`src/rtl/dcx_pkg.sv`:
```
package dcx_pkg;

  typedef enum logic [1:0] {
    ENG_IDLE,
    ENG_LEAD,
    ENG_BIT,
    ENG_TRAIL
  } eng_state_e;

endpackage

```
`src/rtl/dcx_div_cfg.sv`:
```
module dcx_div_cfg #(
  parameter int DIV_W   = 8,
  parameter int DIV_RST = 15,
  parameter int DIV_MIN = 7
) (
  input  logic             clk,
  input  logic             rst_n,
  input  logic             load,
  input  logic [DIV_W-1:0] value,
  output logic [DIV_W-1:0] div_eff,
  output logic             stretch
);

  logic [DIV_W-1:0] raw_q;

  always_ff @(posedge clk or negedge rst_n) begin
    if (!rst_n) begin
      raw_q <= DIV_W'(DIV_RST);
    end else if (load) begin
      raw_q <= value;
    end
  end

  // Values under the floor only skew the duty cycle, so they act as the floor.
  always_comb begin
    div_eff = (raw_q < DIV_W'(DIV_MIN)) ? DIV_W'(DIV_MIN) : raw_q;
    stretch = (div_eff != DIV_W'(DIV_MIN));
  end

endmodule

```
`src/rtl/dcx_upd_timer.sv`:
```
module dcx_upd_timer #(
  parameter int BASE_LOG2 = 15,
  parameter int RDIV_W    = 4
) (
  input  logic              clk,
  input  logic              rst_n,
  input  logic              en,
  input  logic [RDIV_W-1:0] rdiv,
  output logic              tick
);

  localparam int CNT_W = BASE_LOG2 + (1 << RDIV_W);

  logic [CNT_W-1:0] cnt_q;
  logic [CNT_W-1:0] span;
  logic [CNT_W-1:0] last;

  always_comb begin
    span = CNT_W'(1) << (CNT_W'(BASE_LOG2) + CNT_W'(rdiv));
    last = span - CNT_W'(1);
    tick = en && (cnt_q >= last);
  end

  always_ff @(posedge clk or negedge rst_n) begin
    if (!rst_n) begin
      cnt_q <= '0;
    end else if (!en) begin
      cnt_q <= '0;
    end else if (cnt_q >= last) begin
      cnt_q <= '0;
    end else begin
      cnt_q <= cnt_q + CNT_W'(1);
    end
  end

endmodule

```
`src/rtl/dcx_req_arb.sv`:
```
module dcx_req_arb #(
  parameter int FRAME_W = 39
) (
  input  logic               clk,
  input  logic               rst_n,
  input  logic               tx_valid,
  input  logic [FRAME_W-1:0] tx_data,
  output logic               tx_ready,
  input  logic               per_tick,
  input  logic               cont_en,
  input  logic               eng_idle,
  output logic               start,
  output logic [FRAME_W-1:0] start_data
);

  logic               hold_vld_q;
  logic [FRAME_W-1:0] hold_dat_q;
  logic [FRAME_W-1:0] last_dat_q;
  logic               per_pend_q;
  logic               accept;

  always_comb begin
    tx_ready   = !hold_vld_q;
    accept     = tx_valid && tx_ready;
    start      = eng_idle && (hold_vld_q || per_pend_q);
    start_data = hold_vld_q ? hold_dat_q : last_dat_q;
  end

  always_ff @(posedge clk or negedge rst_n) begin
    if (!rst_n) begin
      hold_vld_q <= 1'b0;
      hold_dat_q <= '0;
    end else if (accept) begin
      hold_vld_q <= 1'b1;
      hold_dat_q <= tx_data;
    end else if (start && hold_vld_q) begin
      hold_vld_q <= 1'b0;
    end
  end

  always_ff @(posedge clk or negedge rst_n) begin
    if (!rst_n) begin
      last_dat_q <= '0;
    end else if (start) begin
      last_dat_q <= start_data;
    end
  end

  // Any frame start satisfies a periodic request; later ticks collapse into one flag.
  always_ff @(posedge clk or negedge rst_n) begin
    if (!rst_n) begin
      per_pend_q <= 1'b0;
    end else if (!cont_en) begin
      per_pend_q <= 1'b0;
    end else begin
      per_pend_q <= (per_pend_q && !start) || per_tick;
    end
  end

endmodule

```
`src/rtl/dcx_shift_eng.sv`:
```
module dcx_shift_eng
  import dcx_pkg::*;
#(
  parameter int NUM_DRV   = 3,
  parameter int DGRAM_LEN = 12,
  parameter int DIV_W     = 8,
  parameter int SW_W      = 3,
  localparam int NBITS    = NUM_DRV * (DGRAM_LEN + 1)
) (
  input  logic             clk,
  input  logic             rst_n,
  input  logic             start,
  input  logic [NBITS-1:0] start_data,
  input  logic [DIV_W-1:0] div_eff,
  input  logic             stretch_en,
  input  logic             miso,
  input  logic [SW_W-1:0]  ref_sw_in,
  output logic             idle,
  output logic             sclk,
  output logic             mosi,
  output logic             cs_n,
  output logic             busy,
  output logic             done,
  output logic [NBITS-1:0] rx_data,
  output logic [SW_W-1:0]  ref_sw_stat
);

  localparam int SLOT   = DGRAM_LEN + 1;
  localparam int CNT_W  = DIV_W + 2;
  localparam int BIT_W  = $clog2(NBITS + 1);
  localparam int SLOT_W = $clog2(SLOT + 1);

  eng_state_e        state_q;
  logic [CNT_W-1:0]  cnt_q;
  logic [CNT_W-1:0]  half_q;
  logic              stretch_q;
  logic              hi_q;
  logic [BIT_W-1:0]  bit_idx_q;
  logic [SLOT_W-1:0] slot_pos_q;
  logic [NBITS-1:0]  shreg_q;
  logic [NBITS-1:0]  rx_sh_q;
  logic [SW_W-1:0]   sw_cap_q;

  logic [CNT_W-1:0]  two_h;
  logic [CNT_W-1:0]  phase_len;
  logic              phase_end;
  logic              last_bit;
  logic              slot_wrap;

  always_comb begin
    two_h = half_q << 1;
    unique case (state_q)
      ENG_LEAD, ENG_TRAIL: phase_len = two_h;
      ENG_BIT:             phase_len = (hi_q && stretch_q && slot_pos_q == '0) ? two_h : half_q;
      default:             phase_len = half_q;
    endcase
    phase_end = (cnt_q == phase_len - CNT_W'(1));
    last_bit  = (bit_idx_q == BIT_W'(NBITS - 1));
    slot_wrap = (slot_pos_q == SLOT_W'(SLOT - 1));
    idle      = (state_q == ENG_IDLE);
  end

  always_ff @(posedge clk or negedge rst_n) begin
    if (!rst_n) begin
      state_q     <= ENG_IDLE;
      cnt_q       <= '0;
      half_q      <= '0;
      stretch_q   <= 1'b0;
      hi_q        <= 1'b0;
      bit_idx_q   <= '0;
      slot_pos_q  <= '0;
      shreg_q     <= '0;
      rx_sh_q     <= '0;
      sw_cap_q    <= '0;
      sclk        <= 1'b1;
      mosi        <= 1'b0;
      cs_n        <= 1'b1;
      busy        <= 1'b0;
      done        <= 1'b0;
      rx_data     <= '0;
      ref_sw_stat <= '0;
    end else begin
      done <= 1'b0;
      unique case (state_q)
        ENG_IDLE: begin
          if (start) begin
            shreg_q   <= start_data;
            half_q    <= CNT_W'(div_eff) + CNT_W'(1);
            stretch_q <= stretch_en;
            cs_n      <= 1'b0;
            busy      <= 1'b1;
            cnt_q     <= '0;
            state_q   <= ENG_LEAD;
          end
        end
        ENG_LEAD: begin
          if (phase_end) begin
            cnt_q      <= '0;
            hi_q       <= 1'b0;
            bit_idx_q  <= '0;
            slot_pos_q <= '0;
            sclk       <= 1'b0;
            mosi       <= shreg_q[NBITS-1];
            shreg_q    <= {shreg_q[NBITS-2:0], 1'b0};
            state_q    <= ENG_BIT;
          end else begin
            cnt_q <= cnt_q + CNT_W'(1);
          end
        end
        ENG_BIT: begin
          if (!phase_end) begin
            cnt_q <= cnt_q + CNT_W'(1);
          end else if (!hi_q) begin
            cnt_q    <= '0;
            hi_q     <= 1'b1;
            sclk     <= 1'b1;
            rx_sh_q  <= {rx_sh_q[NBITS-2:0], miso};
            sw_cap_q <= ref_sw_in;
          end else if (last_bit) begin
            cnt_q   <= '0;
            state_q <= ENG_TRAIL;
          end else begin
            cnt_q      <= '0;
            hi_q       <= 1'b0;
            bit_idx_q  <= bit_idx_q + BIT_W'(1);
            slot_pos_q <= slot_wrap ? '0 : slot_pos_q + SLOT_W'(1);
            sclk       <= 1'b0;
            mosi       <= shreg_q[NBITS-1];
            shreg_q    <= {shreg_q[NBITS-2:0], 1'b0};
          end
        end
        ENG_TRAIL: begin
          if (phase_end) begin
            cs_n        <= 1'b1;
            busy        <= 1'b0;
            done        <= 1'b1;
            mosi        <= 1'b0;
            rx_data     <= rx_sh_q;
            ref_sw_stat <= sw_cap_q;
            state_q     <= ENG_IDLE;
          end else begin
            cnt_q <= cnt_q + CNT_W'(1);
          end
        end
        default: state_q <= ENG_IDLE;
      endcase
    end
  end

endmodule

```
`src/rtl/dcx_chain_tx.sv`:
```
module dcx_chain_tx #(
  parameter int NUM_DRV       = 3,
  parameter int DGRAM_LEN     = 12,
  parameter int DIV_W         = 8,
  parameter int DIV_RST       = 15,
  parameter int DIV_MIN       = 7,
  parameter int UPD_BASE_LOG2 = 15,
  parameter int RDIV_W        = 4,
  parameter int SW_W          = 3,
  localparam int FRAME_W      = NUM_DRV * (DGRAM_LEN + 1)
) (
  input  logic                      clk,
  input  logic                      rst_n,
  input  logic                      tx_valid,
  output logic                      tx_ready,
  input  logic [FRAME_W-1:0]        tx_data,
  input  logic                      div_load,
  input  logic [DIV_W-1:0]          div_value,
  input  logic                      cont_upd,
  input  logic [NUM_DRV*RDIV_W-1:0] ramp_div,
  output logic                      sclk,
  output logic                      mosi,
  output logic                      cs_n,
  input  logic                      miso,
  input  logic [SW_W-1:0]           ref_sw_in,
  output logic                      busy,
  output logic                      done,
  output logic [SW_W-1:0]           ref_sw_stat,
  output logic [FRAME_W-1:0]        rx_data
);

  logic [DIV_W-1:0]   div_eff;
  logic               stretch;
  logic [NUM_DRV-1:0] tick_vec;
  logic               per_tick;
  logic               eng_idle;
  logic               start;
  logic [FRAME_W-1:0] start_data;

  dcx_div_cfg #(
    .DIV_W  (DIV_W),
    .DIV_RST(DIV_RST),
    .DIV_MIN(DIV_MIN)
  ) u_div (
    .clk    (clk),
    .rst_n  (rst_n),
    .load   (div_load),
    .value  (div_value),
    .div_eff(div_eff),
    .stretch(stretch)
  );

  for (genvar g = 0; g < NUM_DRV; g++) begin : g_tmr
    dcx_upd_timer #(
      .BASE_LOG2(UPD_BASE_LOG2),
      .RDIV_W   (RDIV_W)
    ) u_tmr (
      .clk  (clk),
      .rst_n(rst_n),
      .en   (cont_upd),
      .rdiv (ramp_div[g*RDIV_W +: RDIV_W]),
      .tick (tick_vec[g])
    );
  end

  assign per_tick = |tick_vec;

  dcx_req_arb #(
    .FRAME_W(FRAME_W)
  ) u_arb (
    .clk       (clk),
    .rst_n     (rst_n),
    .tx_valid  (tx_valid),
    .tx_data   (tx_data),
    .tx_ready  (tx_ready),
    .per_tick  (per_tick),
    .cont_en   (cont_upd),
    .eng_idle  (eng_idle),
    .start     (start),
    .start_data(start_data)
  );

  dcx_shift_eng #(
    .NUM_DRV  (NUM_DRV),
    .DGRAM_LEN(DGRAM_LEN),
    .DIV_W    (DIV_W),
    .SW_W     (SW_W)
  ) u_eng (
    .clk        (clk),
    .rst_n      (rst_n),
    .start      (start),
    .start_data (start_data),
    .div_eff    (div_eff),
    .stretch_en (stretch),
    .miso       (miso),
    .ref_sw_in  (ref_sw_in),
    .idle       (eng_idle),
    .sclk       (sclk),
    .mosi       (mosi),
    .cs_n       (cs_n),
    .busy       (busy),
    .done       (done),
    .rx_data    (rx_data),
    .ref_sw_stat(ref_sw_stat)
  );

endmodule

```
`config.mk`:
```
export PLATFORM = sky130hd
export DESIGN_NAME = dcx_chain_tx
export DESIGN_NICKNAME = d
export VERILOG_FILES = /design/src/rtl/dcx_pkg.sv /design/src/rtl/dcx_div_cfg.sv /design/src/rtl/dcx_upd_timer.sv /design/src/rtl/dcx_req_arb.sv /design/src/rtl/dcx_shift_eng.sv /design/src/rtl/dcx_chain_tx.sv
export SDC_FILE = /design/constraint.sdc
export NUM_CORES = 1
export LEC_CHECK = 0
export ABC_AREA = 1
export BUFFER_PORTS_ARGS = -buffer_cell sky130_fd_sc_hd__buf_2
export CAP_MARGIN = 20
export CORE_UTILIZATION = 25
export CTS_BUF_LIST = sky130_fd_sc_hd__clkbuf_8
export DETAILED_ROUTE_END_ITERATION = 12
export PLACE_DENSITY = 0.38
export RECOVER_POWER = 25
export SLEW_MARGIN = 0
export SYNTH_ARGS = -nofsm -noshare
export SYNTH_HDL_FRONTEND = slang
export SYNTH_HIERARCHICAL = 1
export SYNTH_SLANG_ARGS = --single-unit
```
`constraint.sdc`:
```
create_clock -name clk -period 3.4 [get_ports clk]
set_input_delay 0.68 -clock clk [delete_from_list [all_inputs] [get_ports clk]]
set_output_delay 0.68 -clock clk [all_outputs]
set_load 0.005 [all_outputs]
```
==> out/results.tsv <==
stage	metric	value	unit
run_status	run_status	finished, violations left	
run_status	violated_checks	capacitance limit, slew limit	
cells_and_area	utilization	29.5	%
critical_path	cp.required	3940	ps
power_and_ir_drop	leakagePower	0.0128	µW
timing	fin_skew	49.4	ps
power_and_ir_drop	clockPowerShare	27.3	%
clock_tree	worstSkewPairLatency	650	ps
route	route.top_layer_used	met4	
logic_synthesis	netlist_top_cells_area	dfrtp_1 40%, nand2_1 20%, ha_1 6.7%	
logic_synthesis	synth_async_sr_flop_share	100	%
clock_tree	clockBufferDepth	3	
die	chipWidth	291	µm
critical_path	critical_path_class	reg2reg	
run	timing.max_cap.violations	1	
power_and_ir_drop	power.switching_fraction	40.2	%
logic_synthesis	synth_cell_type_count	52	
timing	worst_slew_margin_rel	-39.8	%
route	routedLengthMet1	29.7	mm
route	drt_pass1_iterations	5	
route	drc	0	
placed_design	io_buffers	115	
logic_synthesis	synthDominantCellAreaShare	40.3	%
die	cell_rows	105	
route	antenna_violating_nets_post_route	0	
clock_tree	clock_transition_at_path_regs	60	ps
global_route	grt_pass1_wl	98.1	mm
timing	setup_tns	0	ps
die	die_h	291	µm
critical_path	regToRegSetupSlack	260	ps
cells_and_area	final_net_count	3209	
logic_synthesis	synthDominantAreaCellType	dfrtp_1	
cells_and_area	share_of_final_layout_standard_cells_stronger_than_drive_strength_1	12.5	%
cells_and_area	fillers	8957	
critical_path	cp_data_arrival_time	3680	ps
critical_path	cp.buffers_inverters	3	
route	wl_met3	2.20	mm
timing	maxClockFrequency	318	MHz
clock_tree	clock_tree.root_cell	clkbuf_8	
critical_path	cp_cell_sequence	inv_1 > ha_2 > nand2_2 > nor2_4 > nand3_4 > nand3_1 > nand2_1 > inv_1 > ha_4 > xnor2_1 > o21bai_1 > a21oi_1 > nand2_1 > nor2_2 > nand2_1 > nor2_2 > nand3_4 > nand2_4 > nand2_8 > clkbuf_16 > o21ai_0	
logic_synthesis	ys_seq_area_share	41.0	%
power_and_ir_drop	p_per_area	611	nW/µm²
timing	timing_worst_slew_pin_value	2100	ps
logic_synthesis	post_synth_and_or_nand_nor_area_fraction	36.9	%
critical_path	critPathTopFamily	simple AND/OR/NAND/NOR gates	
route	wl_met2	27.7	mm
global_route	grt_antenna_before_repair	3	
route	post_drt_via_cell_ratio	4.44	
route	routed_wl	61.0	mm
timing	number_of_hold_violations_in_the_final_report	0	
die	core_area	82400	µm²
power_and_ir_drop	register_share_of_total_power	35.5	%
logic_synthesis	synth-compound-area-share	5.30	%
placed_design	routabilityCongestion	0.841	
route	via_count	18434	
cells_and_area	layout-area-overhead-vs-synth	16.6	%
timing	setup_viol_count_final	0	
route	drt_first_iter_violations	1041	
logic_synthesis	synthMuxAreaShare	1.82	%
timing	layout_setup_ws	258	ps
logic_synthesis	yosys_warnings	6	
global_route	globalRoute.totalOverflow	0	
critical_path	critical-path-max-stage-delay	430	ps
placed_design	detailedPlace.worstSlack	73.1	ps
critical_path	cpMostUsedCell	nand2_1	
logic_synthesis	synth_seq_cells	342	
route	wl_cell	14.7	µm
placed_design	dpl-instance-area	22700	µm²
logic_synthesis	mapped_cell_area	20900	µm²
die	fp.dieArea	84600	µm²
die	floorplan.initialDensity	25.3	%
logic_synthesis	synth_commonest_cells	1107 x nand2_1, 336 x dfrtp_1, 259 x nor2_1	
logic_synthesis	syn-mean-instance-area	7.28	µm²
timing	final-max-slew-violation-count	73	
global_route	via_count_of_the_first_global_routing_pass	18647	
global_route	maximum_number_of_pins_on_one_net_before_global_route_repair	79	
clock_tree	cts_tree	built	
clock_tree	htreeDepth	3	
cells_and_area	stdcell_area	24300	µm²
logic_synthesis	synth_top_family_by_area	simple AND/OR/NAND/NOR gates	
logic_synthesis	synth_xor_xnor_area_share	0.881	%
critical_path	crit_slowest_cell	dfrtp_2	
power_and_ir_drop	share_comb_of_total_power	37.2	%
logic_synthesis	netlist_instances	2866	
logic_synthesis	yosys.cell_count.top_type	nand2_1	
clock_tree	clock_sink_count	342	
global_route	track_usage	14.1	%
timing	period_minus_slack	3140	ps
logic_synthesis	synth_enable_flop_cells	0	
placed_design	dp.final_hpwl	41.3	mm
power_and_ir_drop	p_switching	5980	µW
critical_path	worstPathMaxFanout	10	
critical_path	timing.critical_path.to_type	flop	
clock_tree	cts_made_buffers	70	
logic_synthesis	ys.flop_type	dfrtp_1	
power_and_ir_drop	cellInternalPower	8890	µW
timing	final.period_utilization	92.4	%
logic_synthesis	yosys.area_share.adder	6.72	%
timing	worst_hold_margin	247	ps
hold_path	worst_hold_path_type	in2reg	
die	ioPinCount	116	
power_and_ir_drop	vdd_ir_drop_max	340	µV
critical_path	crit_path_start_kind	flop	
==> layer usage <==
layer  track usage [%]  vias to the layer above
met2              23.1                      277
li1                  -                     9436
met1              18.8                     8631
met5                 0                        -
met3              2.54                       90
met4              4.35                        0
==> tightest hold or removal path, stage by stage <==
cell and delay [ps]:
buf_2 80, nand2_1 30, o21ai_0 60
==> per-stage QoR <==
step                power (µW)  instances
floorplan                 8910       2887
global placement         10300       4011
detailed placement       10300       4011
CTS                      14500       4134
global route             16100       4151
finish                   14900       4151
==> power groups by stage <==
stage | clock, µW | combinational [µW] | sequential (µW)
after floorplan | 0 | 3750 | 5170
after global placement | 0 | 4920 | 5330
after detailed placement | 0 | 4970 | 5330
after CTS | 4280 | 4990 | 5270
after global routing | 4440 | 6260 | 5360
final | 4060 | 5540 | 5270
==> area by class of cell <==
| type | instances | area [µm²] | area share (%) |
|---|---|---|---|
| multi-input cells | 2189 | 11000 | 45.0 |
| repair buffers | 169 | 1210 | 4.97 |
| clock buffers | 78 | 1070 | 4.41 |
| diodes | 2 | 5.00 | 0.0206 |
| flip-flops and latches | 342 | 8570 | 35.2 |
| inverters | 257 | 967 | 3.98 |
| clock inverters | 44 | 210 | 0.864 |
| well taps | 1070 | 1340 | 5.50 |
==> path summary, 6_finish.rpt <==
kind | endpoint | startpoint | depth (start not counted)
setup / recovery | u_eng/shreg_q[3] | u_eng/slot_pos_q[1] | 21
hold / removal | u_div/raw_q[4] | div_value[4] | 3
setup reg to reg | u_eng/shreg_q[3] | u_eng/slot_pos_q[1] | 21
hold reg to reg | u_eng/sclk | u_eng/sclk | 2
max in group asynchronous | u_arb/hold_dat_q[22] | rst_n | 3
min in group asynchronous | u_eng/rx_data[18] | rst_n | 2
==> timing repair <==
action,4_1_cts,5_1_grt
hold buffers,1,0
buffers inserted,0,3
hold endpoints to repair,44,0
endpoints found under the setup margin,0,132
gates resized for setup,0,20
==> cells in the final DEF, fill, tap and decap left out, drive strengths merged, types with 39 or more instances in the layout <==
cell / n
nor2: 291
nand3: 259
buf: 158
nand2: 1125
dfrtp: 336
ha: 112
o21ai: 106
clkbuf: 88
nand4: 39
nor3: 51
inv: 289
==> state kept, by name, indices dropped and copies added, names as in the netlist, 2 cells and up <==
signal,cells
g_tmr.u_tmr/cnt_q,93
u_eng/slot_pos_q,4
u_eng/rx_sh_q,39
u_eng/rx_data,39
u_eng/cnt_q,10
u_eng/bit_idx_q,6
u_eng/sw_cap_q,3
u_arb/last_dat_q,39
u_eng/state_q,2
u_eng/ref_sw_stat,3
u_eng/shreg_q,39
u_arb/hold_dat_q,39
u_eng/half_q,9
u_div/raw_q,8
==> logic make-up after synthesis <==
| kind of cell | count (synthesis) |
|---|---|
| mux | 38 |
| compound gates | 193 |
| fa+ha+maj | 112 |
| buf+inv | 357 |
| xor+xnor | 21 |
| simple gates | 1797 |
| other cells | 6 |
| flops | 342 |
Note: power is estimated with default switching activity, not from simulation.
